==> src/rtl/irq_ctl_pkg.sv <==
package irq_ctl_pkg;
    localparam int DATA_W        = 32;
    localparam int GLOBAL_EN_BIT = 31;

    localparam logic [DATA_W-1:0] EVT_SUPPORTED = 32'h0000_0087;
    localparam logic [DATA_W-1:0] EN_WRITABLE   = 32'h8000_009F;
    localparam logic [DATA_W-1:0] EN_RESET      = 32'h0000_0008;
    localparam logic [DATA_W-1:0] RD_INVALID    = 32'hFFFF_FFFF;

    typedef enum logic [1:0] {
        SEL_ENABLE = 2'd0,
        SEL_VECTOR = 2'd1,
        SEL_STATUS = 2'd2,
        SEL_NONE   = 2'd3
    } reg_sel_e;

    typedef struct packed {
        logic [DATA_W-1:0] en;
        logic [DATA_W-1:0] st;
    } loc_state_t;

    typedef struct packed {
        logic level;
    } line_state_t;
endpackage

==> src/rtl/irq_evt_route.sv <==
module irq_evt_route
    import irq_ctl_pkg::*;
#(
    parameter int NUM_LOC = 5,
    parameter int LOC_W   = 8
) (
    input  logic              evt_req,
    input  logic [LOC_W-1:0]  evt_loc,
    input  logic [DATA_W-1:0] evt_mask,
    output logic [DATA_W-1:0] loc_mask [NUM_LOC]
);
    for (genvar i = 0; i < NUM_LOC; i++) begin : g_route
        assign loc_mask[i] = (evt_req && (evt_loc == LOC_W'(i))) ? evt_mask : '0;
    end
endmodule

==> src/rtl/irq_wr_decode.sv <==
module irq_wr_decode
    import irq_ctl_pkg::*;
#(
    parameter int NUM_LOC = 5,
    parameter int LOC_W   = 8
) (
    input  logic               reg_wr,
    input  logic [1:0]         reg_sel,
    input  logic [LOC_W-1:0]   reg_loc,
    input  logic [LOC_W-1:0]   active_loc,
    output logic [NUM_LOC-1:0] en_wr,
    output logic [NUM_LOC-1:0] st_wr
);
    logic owner_ok;

    assign owner_ok = reg_wr && (reg_loc == active_loc);

    for (genvar i = 0; i < NUM_LOC; i++) begin : g_dec
        logic hit;
        assign hit      = owner_ok && (reg_loc == LOC_W'(i));
        assign en_wr[i] = hit && (reg_sel_e'(reg_sel) == SEL_ENABLE);
        assign st_wr[i] = hit && (reg_sel_e'(reg_sel) == SEL_STATUS);
    end
endmodule

==> src/rtl/irq_loc_bank.sv <==
module irq_loc_bank
    import irq_ctl_pkg::*;
(
    input  logic              clk,
    input  logic              rst_n,
    input  logic              en_wr,
    input  logic              st_wr,
    input  logic [DATA_W-1:0] wdata,
    input  logic [DATA_W-1:0] evt_mask,
    output logic [DATA_W-1:0] en_o,
    output logic [DATA_W-1:0] st_o,
    output logic              raise_o,
    output logic              drop_o
);
    loc_state_t        state_d, state_q;
    logic [DATA_W-1:0] set_bits;
    logic [DATA_W-1:0] clr_bits;

    always_comb begin
        state_d  = state_q;
        set_bits = state_q.en[GLOBAL_EN_BIT] ? (evt_mask & state_q.en & EVT_SUPPORTED) : '0;
        clr_bits = st_wr ? (wdata & EVT_SUPPORTED) : '0;
        if (en_wr) begin
            state_d.en = wdata & EN_WRITABLE;
        end
        state_d.st = (state_q.st & ~clr_bits) | set_bits;
        raise_o    = |set_bits;
        drop_o     = (|(state_q.st & clr_bits)) && (state_d.st == '0);
    end

    always_ff @(posedge clk) begin
        if (!rst_n) begin
            state_q <= '{en: EN_RESET, st: '0};
        end else begin
            state_q <= state_d;
        end
    end

    assign en_o = state_q.en;
    assign st_o = state_q.st;

    AST_MASTER_OFF_NO_LATCH: assert property (@(posedge clk) disable iff (!rst_n)
        !state_q.en[GLOBAL_EN_BIT] |=> ((state_q.st & ~$past(state_q.st)) == '0));
    AST_STATUS_SUPPORTED_ONLY: assert property (@(posedge clk) disable iff (!rst_n)
        (state_q.st & ~EVT_SUPPORTED) == '0);
    AST_ENABLE_LEGAL_BITS: assert property (@(posedge clk) disable iff (!rst_n)
        (state_q.en & ~EN_WRITABLE) == '0);
endmodule

==> src/rtl/irq_line_reg.sv <==
module irq_line_reg
    import irq_ctl_pkg::*;
(
    input  logic clk,
    input  logic rst_n,
    input  logic raise_any,
    input  logic drop_any,
    output logic irq_o
);
    line_state_t line_d, line_q;

    always_comb begin
        line_d = line_q;
        if (raise_any) begin
            line_d.level = 1'b1;
        end else if (drop_any) begin
            line_d.level = 1'b0;
        end
    end

    always_ff @(posedge clk) begin
        if (!rst_n) begin
            line_q <= '{level: 1'b0};
        end else begin
            line_q <= line_d;
        end
    end

    assign irq_o = line_q.level;

    AST_RAISE_BEATS_DROP: assert property (@(posedge clk) disable iff (!rst_n)
        (raise_any && drop_any) |=> irq_o);
endmodule

==> src/rtl/irq_status_ctl.sv <==
module irq_status_ctl
    import irq_ctl_pkg::*;
#(
    parameter int                NUM_LOC      = 5,
    parameter int                LOC_W        = 8,
    parameter logic [DATA_W-1:0] VECTOR_VALUE = 32'h0000_000B
) (
    input  logic              clk,
    input  logic              rst_n,
    input  logic [LOC_W-1:0]  active_loc,
    input  logic              evt_req,
    input  logic [LOC_W-1:0]  evt_loc,
    input  logic [DATA_W-1:0] evt_mask,
    input  logic              reg_wr,
    input  logic [1:0]        reg_sel,
    input  logic [LOC_W-1:0]  reg_loc,
    input  logic [DATA_W-1:0] reg_wdata,
    output logic [DATA_W-1:0] reg_rdata,
    output logic              irq_o
);
    localparam logic [LOC_W-1:0] LOC_LIMIT = LOC_W'(NUM_LOC);

    logic [DATA_W-1:0]  loc_mask [NUM_LOC];
    logic [DATA_W-1:0]  en_w     [NUM_LOC];
    logic [DATA_W-1:0]  st_w     [NUM_LOC];
    logic [NUM_LOC-1:0] en_wr, st_wr, raise_vec, drop_vec;

    irq_evt_route #(.NUM_LOC(NUM_LOC), .LOC_W(LOC_W)) u_route (
        .evt_req  (evt_req),
        .evt_loc  (evt_loc),
        .evt_mask (evt_mask),
        .loc_mask (loc_mask)
    );

    irq_wr_decode #(.NUM_LOC(NUM_LOC), .LOC_W(LOC_W)) u_dec (
        .reg_wr     (reg_wr),
        .reg_sel    (reg_sel),
        .reg_loc    (reg_loc),
        .active_loc (active_loc),
        .en_wr      (en_wr),
        .st_wr      (st_wr)
    );

    for (genvar i = 0; i < NUM_LOC; i++) begin : g_bank
        irq_loc_bank u_bank (
            .clk      (clk),
            .rst_n    (rst_n),
            .en_wr    (en_wr[i]),
            .st_wr    (st_wr[i]),
            .wdata    (reg_wdata),
            .evt_mask (loc_mask[i]),
            .en_o     (en_w[i]),
            .st_o     (st_w[i]),
            .raise_o  (raise_vec[i]),
            .drop_o   (drop_vec[i])
        );

        AST_FOREIGN_WRITE_DROPPED: assert property (@(posedge clk) disable iff (!rst_n)
            (reg_wr && reg_sel_e'(reg_sel) == SEL_ENABLE && reg_loc == LOC_W'(i)
             && active_loc != LOC_W'(i)) |=> $stable(en_w[i]));
    end

    irq_line_reg u_line (
        .clk       (clk),
        .rst_n     (rst_n),
        .raise_any (|raise_vec),
        .drop_any  (|drop_vec),
        .irq_o     (irq_o)
    );

    always_comb begin
        reg_rdata = RD_INVALID;
        for (int i = 0; i < NUM_LOC; i++) begin
            if (reg_loc == LOC_W'(i)) begin
                case (reg_sel_e'(reg_sel))
                    SEL_ENABLE: reg_rdata = en_w[i];
                    SEL_VECTOR: reg_rdata = VECTOR_VALUE;
                    SEL_STATUS: reg_rdata = st_w[i];
                    default:    reg_rdata = RD_INVALID;
                endcase
            end
        end
    end

    AST_RISE_NEEDS_EVENT: assert property (@(posedge clk) disable iff (!rst_n)
        $rose(irq_o) |-> $past(evt_req));
    AST_INVALID_EVENT_NO_RISE: assert property (@(posedge clk) disable iff (!rst_n)
        (evt_req && evt_loc >= LOC_LIMIT) |=> !$rose(irq_o));
    AST_FALL_NEEDS_CLEAR: assert property (@(posedge clk) disable iff (!rst_n)
        $fell(irq_o) |-> $past(reg_wr && reg_sel_e'(reg_sel) == SEL_STATUS
                               && reg_loc == active_loc));
endmodule

==> config.mk <==
export PLATFORM = sky130hd
export DESIGN_NAME = irq_status_ctl
export DESIGN_NICKNAME = d
export VERILOG_FILES = /design/src/rtl/irq_ctl_pkg.sv /design/src/rtl/irq_evt_route.sv /design/src/rtl/irq_wr_decode.sv /design/src/rtl/irq_loc_bank.sv /design/src/rtl/irq_line_reg.sv /design/src/rtl/irq_status_ctl.sv
export SDC_FILE = /design/constraint.sdc
export NUM_CORES = 1
export LEC_CHECK = 0
export BUFFER_PORTS_ARGS = -buffer_cell sky130_fd_sc_hd__buf_2
export CORE_ASPECT_RATIO = 2
export CORE_MARGIN = 1.5
export CORE_UTILIZATION = 50
export DETAILED_ROUTE_END_ITERATION = 7
export GPL_ROUTABILITY_DRIVEN = 0
export GPL_TIMING_DRIVEN = 0
export HOLD_SLACK_MARGIN = 0.12
export PLACE_DENSITY = 0.8
export SYNTH_ARGS = -nofsm -noshare
export SYNTH_HDL_FRONTEND = slang
export SYNTH_SLANG_ARGS = --single-unit
==> constraint.sdc <==
create_clock -name clk -period 7.4 [get_ports clk]
set_clock_uncertainty 0.2 [all_clocks]
set_input_delay 2.22 -clock clk [delete_from_list [all_inputs] [get_ports clk]]
set_output_delay 2.22 -clock clk [all_outputs]
set_load 0.01 [all_outputs]
==> results of run 1 <==
-- logic make-up after synthesis --
kind of cell,synth area share
simple gates,0.221
buf+inv,0.103
mux,0.0212
flops,0.301
xor+xnor,0.0188
compound gates,0.321
fa+ha+maj,0.0135
-- Yosys cell counts (all sizes together) (2+ instances only) --
cell,count,share of area
o2111ai,4,0.0094
inv,4,0.0040
a21boi,34,0.069
or3,2,0.0034
nor4,6,0.014
nor2b,6,0.010
nor2,32,0.038
or2,2,0.0034
and4,6,0.014
mux2,7,0.021
o41ai,2,0.0047
nand2,18,0.018
xor2,7,0.016
o22ai,2,0.0034
a22o,3,0.0071
o31ai,8,0.016
or4,5,0.011
o31a,8,0.019
a22oi,8,0.016
nor3,4,0.0081
buf,38,0.079
clkinv,3,0.0030
a211oi,3,0.0061
nand3,45,0.061
ha,4,0.013
nand4b,2,0.0047
o21ai,39,0.052
a31oi,2,0.0034
or4b,2,0.0054
a21oi,12,0.016
a221oi,15,0.035
o21a,24,0.048
clkbuf,17,0.017
nand4,7,0.013
nor4b,4,0.011
dfxtp,56,0.30
-- state kept, by name, summed over array words and instances (netlist names) --
signal / cells
u_line.irq_o: 1
g_bank.u_bank.st_o: 20
g_bank.u_bank.en_o: 35
-- critical path, cell delays in order --
cell and delay [ns]:
buf_2 0.12, inv_1 0.10, ha_1 0.16, clkbuf_1 0.39, clkbuf_1 0.43, a22oi_1 0.17, a21oi_1 0.21, nor2_1 0.10
o41ai_1 0.32, buf_2 0.21
-- per-stage QoR --
step                power (mW)  setup slack, ns
floorplan                0.344            0.757
global placement         0.377            0.445
detailed placement       0.378            0.671
CTS                      0.603            0.648
global route             0.620            0.428
finish                   0.605            0.555
-- metal layers --
metal | up-vias | track usage | wire, um
met5 | - | 0 | 0
met1 | 1893 | 0.321 | 4380
met2 | 247 | 0.512 | 5980
li1 | 1849 | - | -
met3 | 84 | 0.0531 | 970
met4 | 0 | 0.312 | 1390
-- cell type report --
type | instances | area (um^2)
Timing Repair Buffer | 72 | 367
Clock inverter | 1 | 5.00
Clock buffer | 6 | 129
Multi-Input combinational cell | 333 | 2220
Fill cell | 689 | 2880
Inverter | 7 | 26.3
Sequential cell | 56 | 1120
Buffer | 55 | 357
Tap cell | 92 | 115
-- power by group through the flow --
stage	sequential (mW)	clock, mW	combinational, mW
floorplan	0.308	0	0.0360
global placement	0.308	0	0.0689
detailed placement	0.308	0	0.0701
CTS	0.301	0.231	0.0705
global route	0.301	0.242	0.0767
finish	0.301	0.230	0.0732
-- path summary, 6_finish.rpt --
| check | to | slack (ns) | cells after the start |
|---|---|---|---|
| max | reg_rdata[0] | 0.55 | 10 |
| max reg2reg | u_line.irq_o | 5.52 | 4 |
| min | g_bank[0].u_bank.en_o[4] | 0.29 | 2 |
| min reg2reg | g_bank[0].u_bank.en_o[4] | 0.29 | 2 |
==> results.md, run 1 <==
* Status: completed
* PortBufs at 71
* CTS H-tree depth at 2
* Syn. warnings at 0
* Largest net degree at the start of global routing at 19
* Min Clock Period, post-route at 6.85 ns
* Site row count at 44
* Final Max Slew Viols at 0
* Root Buffer Master: clkbuf_16
* Final Cycle Share at 0.925
* DP HPWL at 9650 um
* Chip width at 64 um
* Drt pass-1 iters at 5
* Switch Pwr at 0.155 mW
* Slew HR at 0.581
* Iteration-0 DRC Markers at 286
* CP Launch Type: primary input
* Post-CTS setup buffers at 0
* Final setup fails at 0
* Max Root-Sink Buffers at 2
* Clk pin slew, worst setup/hold paths at 0.07 ns
* Layout cells sized above 1 at 0.245
* Achievable Freq at 0.146 GHz
* Worst R2R Start: g_bank[0].u_bank.en_o[31]
* Slew at the pin with the worst max-slew slack at 0.622 ns
* Syn_nets at 549
* Clock latency on the worst-skew pair at 0.30 ns
* # Max-Cap Violations at 0
* Most common cell after layout, fill and taps aside: buf_2
* Fin cells at 622
* CP arrival at 4.43 ns
* Worst EP required at 4.98 ns
* Wirelength per Cell at 20.5 um
* Synth cell types at 59
* Die height at 125 um
* DRC violation count after routing at 0
* Placed Instances at 615
* Nets at 628
* Hold Buf Count CTS at 0
* Inserted Clock Buffers at 5
* Final wirelength at 12700 um
* P&R area growth vs syn at 16.5%
* Die footprint at 8000 um^2
* Setup TNS Final at 0 ns
* Number of synthesized flops with an enable pin at 0
* Syn_area_per_cell at 8.25 um^2
* Routed Antenna Nets at 0
* RSZ-0062 raised after global routing: no
* Critical path origin: reg_sel[1]
* Post-CTS resize count at 0
* Seq cells post-synth at 56
* Leak pwr at 1.49 nW
* Hold Crit Start: g_bank[0].u_bank.en_o[4]
* Total track usage at 0.313
* Fraction of registers with async set/reset at 0
* Most frequent cells in the layout: buf_2, dfxtp_1, nand3_1, o21ai_0, nor2_1
* Vias per inst at 6.55
* Ant diodes at 0
* Combinational share of power at 0.121
* Final Hold Violating Endpoints at 0
* Top FF cell, synth: dfxtp_1
* Grt total ovfl at 0
* Area after DPL at 4200 um^2
* Pint at 0.450 mW
* Sequential fraction of design power at 0.498
* CTS tree: built
* Register area share after synthesis at 0.301
* Starting Density at 0.516
* Sink Count at 56
* VDD IR max at 0.146 mV
* Final design instance area without fill at 4340 um^2
* Worst hold slack at 0.291 ns
* Crit path max fanout at 10
* First-pass GRT wire length at 19500 um
* Clock share of power at 0.381
* Worst setup EP type: primary output
* Kind of critical path: in2out
* Synthesized area at 3720 um^2
* Number of global-route vias before repair at 3972
* IO Pins at 127
* Initial antenna violation count at 0
* Post-Route Utilization at 0.601
* Core area at 7210 um^2
* Via count at 4073
* Mapped Cells at 451
* P per Cell Area at 139 nW/um^2
* Sw Ratio at 0.256
* Hold Crit Class: reg2reg
Power figures use the tool's default switching activity.
==> inputs of run 2 (changes only) <==
- BUFFER_PORTS_ARGS: -buffer_cell sky130_fd_sc_hd__buf_2 -> -buffer_cell sky130_fd_sc_hd__buf_4
==> run 2 against run 1 <==
  * Count of clock-buffer cells in the layout decreased by 1
  * Highest routed layer unchanged
  * Combinational power rose by 9.6%
  * Non-clock buffer count is the same
==> results.md, run 2 (synthesized netlist as in run 1, its figures left out) <==
* Number of global-route vias before repair at 4136 (+4.1%)
* Crit path cell chain: buf_4, inv_1, ha_1, clkbuf_1, clkbuf_1, a22oi_1, a21oi_1, nor2_1, o41ai_1, buf_4
* Nets at 628 (unchanged)
* DP HPWL at 9960 um (+3.2%)
* Fin cells at 622 (unchanged)
* Crit path max fanout at 10 (unchanged)
* Layout cells sized above 1 at 0.247 (+0.00189)
* Via count at 4146 (+1.8%)
* Slew HR at 0.569 (-0.0123)
* Chip width at 64 um (unchanged)
* Final Cycle Share at 0.919 (-0.00608)
* Hold path depth at 2 (unchanged)
* Setup TNS Final at 0 ns (unchanged)
* P per Cell Area at 136 nW/um^2 (-2.2%)
* R2R depth at 4 (unchanged)
* P&R area growth vs syn at 21.3%
* Grt total ovfl at 0 (unchanged)
* Site row count at 44 (unchanged)
* RSZ-0062 raised after global routing: no
* Clock latency on the worst-skew pair at 0.30 ns (about the same)
* First-pass GRT wire length at 20400 um (+4.4%)
* Hold Buf Count CTS at 0 (unchanged)
* Die footprint at 8000 um^2 (unchanged)
* Max FFs per register at 35 (unchanged)
* Routed Antenna Nets at 0 (unchanged)
* Max incr delay on CP at 0.44 ns (about the same)
* Post-CTS resize count at 0 (unchanged)
* VDD IR max at 0.163 mV (+12%)
* Iteration-0 DRC Markers at 362 (+27%)
* Kind of critical path: in2out
* Initial antenna violation count at 0 (unchanged)
* PortBufs at 71 (unchanged)
* Final Hold Violating Endpoints at 0 (unchanged)
* Final Max Slew Viols at 0 (unchanged)
* Placed Instances at 615 (unchanged)
* Worst path slowest cell: clkbuf_1
* Die height at 125 um (unchanged)
* Slew at the pin with the worst max-slew slack at 0.640 ns (+0.0183 ns)
* Total track usage at 0.328 (+0.0148)
* CTS tree: built
* Worst setup EP type: primary output
* Fillers at 689 (unchanged)
* Post-CTS setup buffers at 0 (unchanged)
* Achievable Freq at 0.147 GHz (+0.66%)
* Register area at 1120 um^2 (unchanged)
* Max Root-Sink Buffers at 2 (unchanged)
* Wirelength per Cell at 21.1 um (+3.0%)
* Multi-input combinational cell area at 2220 um^2 (unchanged)
* CP arrival at 4.38 ns (-0.05 ns)
* Drt pass-1 iters at 5 (unchanged)
* IO Pins at 127 (unchanged)
* Hold Crit Class: reg2reg
* Final setup fails at 0 (unchanged)
* Most common cell after layout, fill and taps aside: buf_4
* # Max-Cap Violations at 0 (unchanged)
* CTS H-tree depth at 2 (unchanged)
* Final wirelength at 13100 um (+3.0%)
* Status: completed
* Ant diodes at 0 (unchanged)
* Most frequent cells in the layout: buf_4, dfxtp_1, nand3_1, o21ai_0, nor2_1
* DRC violation count after routing at 0 (unchanged)
* CP Launch Type: primary input
* Core area at 7210 um^2 (unchanged)
* Root Buffer Master: clkbuf_16
* Clk pin slew, worst setup/hold paths at 0.07 ns (about the same)
* Worst hold slack at 0.286 ns (-0.00489 ns)
* Vias per inst at 6.67 (+1.8%)
* Largest net degree at the start of global routing at 19 (unchanged)
* Min Clock Period, post-route at 6.80 ns (-0.0450 ns)
* Inserted Clock Buffers at 5 (unchanged)
* Worst EP required at 4.98 ns (about the same)
* Starting Density at 0.516 (unchanged)
* Leak pwr at 1.58 nW (+6.0%)
* Sink Count at 56 (unchanged)
## run 2: cell type report
class	count	share of cell area
Buffer	55	0.0790
Timing Repair Buffer	72	0.120
Clock buffer	5	0.0277
Clock inverter	2	0.00277
Multi-Input combinational cell	333	0.491
Inverter	7	0.00582
Sequential cell	56	0.248
Tap cell	92	0.0255
## run 2: path summary, 6_finish.rpt
check                                                from                       end  slack [ns]
worst max-delay path                           reg_sel[0]              reg_rdata[1]        0.60
worst min-delay path             g_bank[0].u_bank.en_o[3]  g_bank[0].u_bank.en_o[3]        0.29
worst max register to register  g_bank[0].u_bank.en_o[31]              u_line.irq_o        5.36
worst min register to register   g_bank[0].u_bank.en_o[3]  g_bank[0].u_bank.en_o[3]        0.29
## run 2: power breakdown
part / internal (mW) / total [mW] / switching (mW) / leakage (nW)
registers: 0.301 / 0.301 / 0.000000501 / 0.451
logic: 0.0320 / 0.0802 / 0.0482 / 1.06
clock network: 0.123 / 0.235 / 0.111 / 0.0657
total: 0.456 / 0.616 / 0.159 / 1.58
## run 2: per-layer routing
layer  share of wire  vias up  track usage
met5               0        -            0
met4            0.10        0        0.309
met3           0.088       94       0.0504
met2            0.48      323        0.558
met1            0.33     1888        0.327
li1                -     1841            -
## run 2: critical path: cells and delay by family
kind / cells / cell delay (ns)
AOI/OAI and AO/OA: 3 / 0.66
adders and majority gates: 1 / 0.16
and+or+nand+nor: 1 / 0.09
buffers and inverters: 5 / 1.23
## run 2: through the flow
stage          instance area, um^2  setup slack [ns]  utilization  power [mW]
2_1_floorplan                 3720             0.757            -       0.344
3_3_place_gp                  4370             0.447        0.606       0.384
3_5_place_dp                  4380             0.685        0.607       0.385
4_1_cts                       4510             0.669        0.626       0.612
5_1_grt                       4510             0.475        0.626       0.628
6_report                      4510             0.600        0.626       0.616
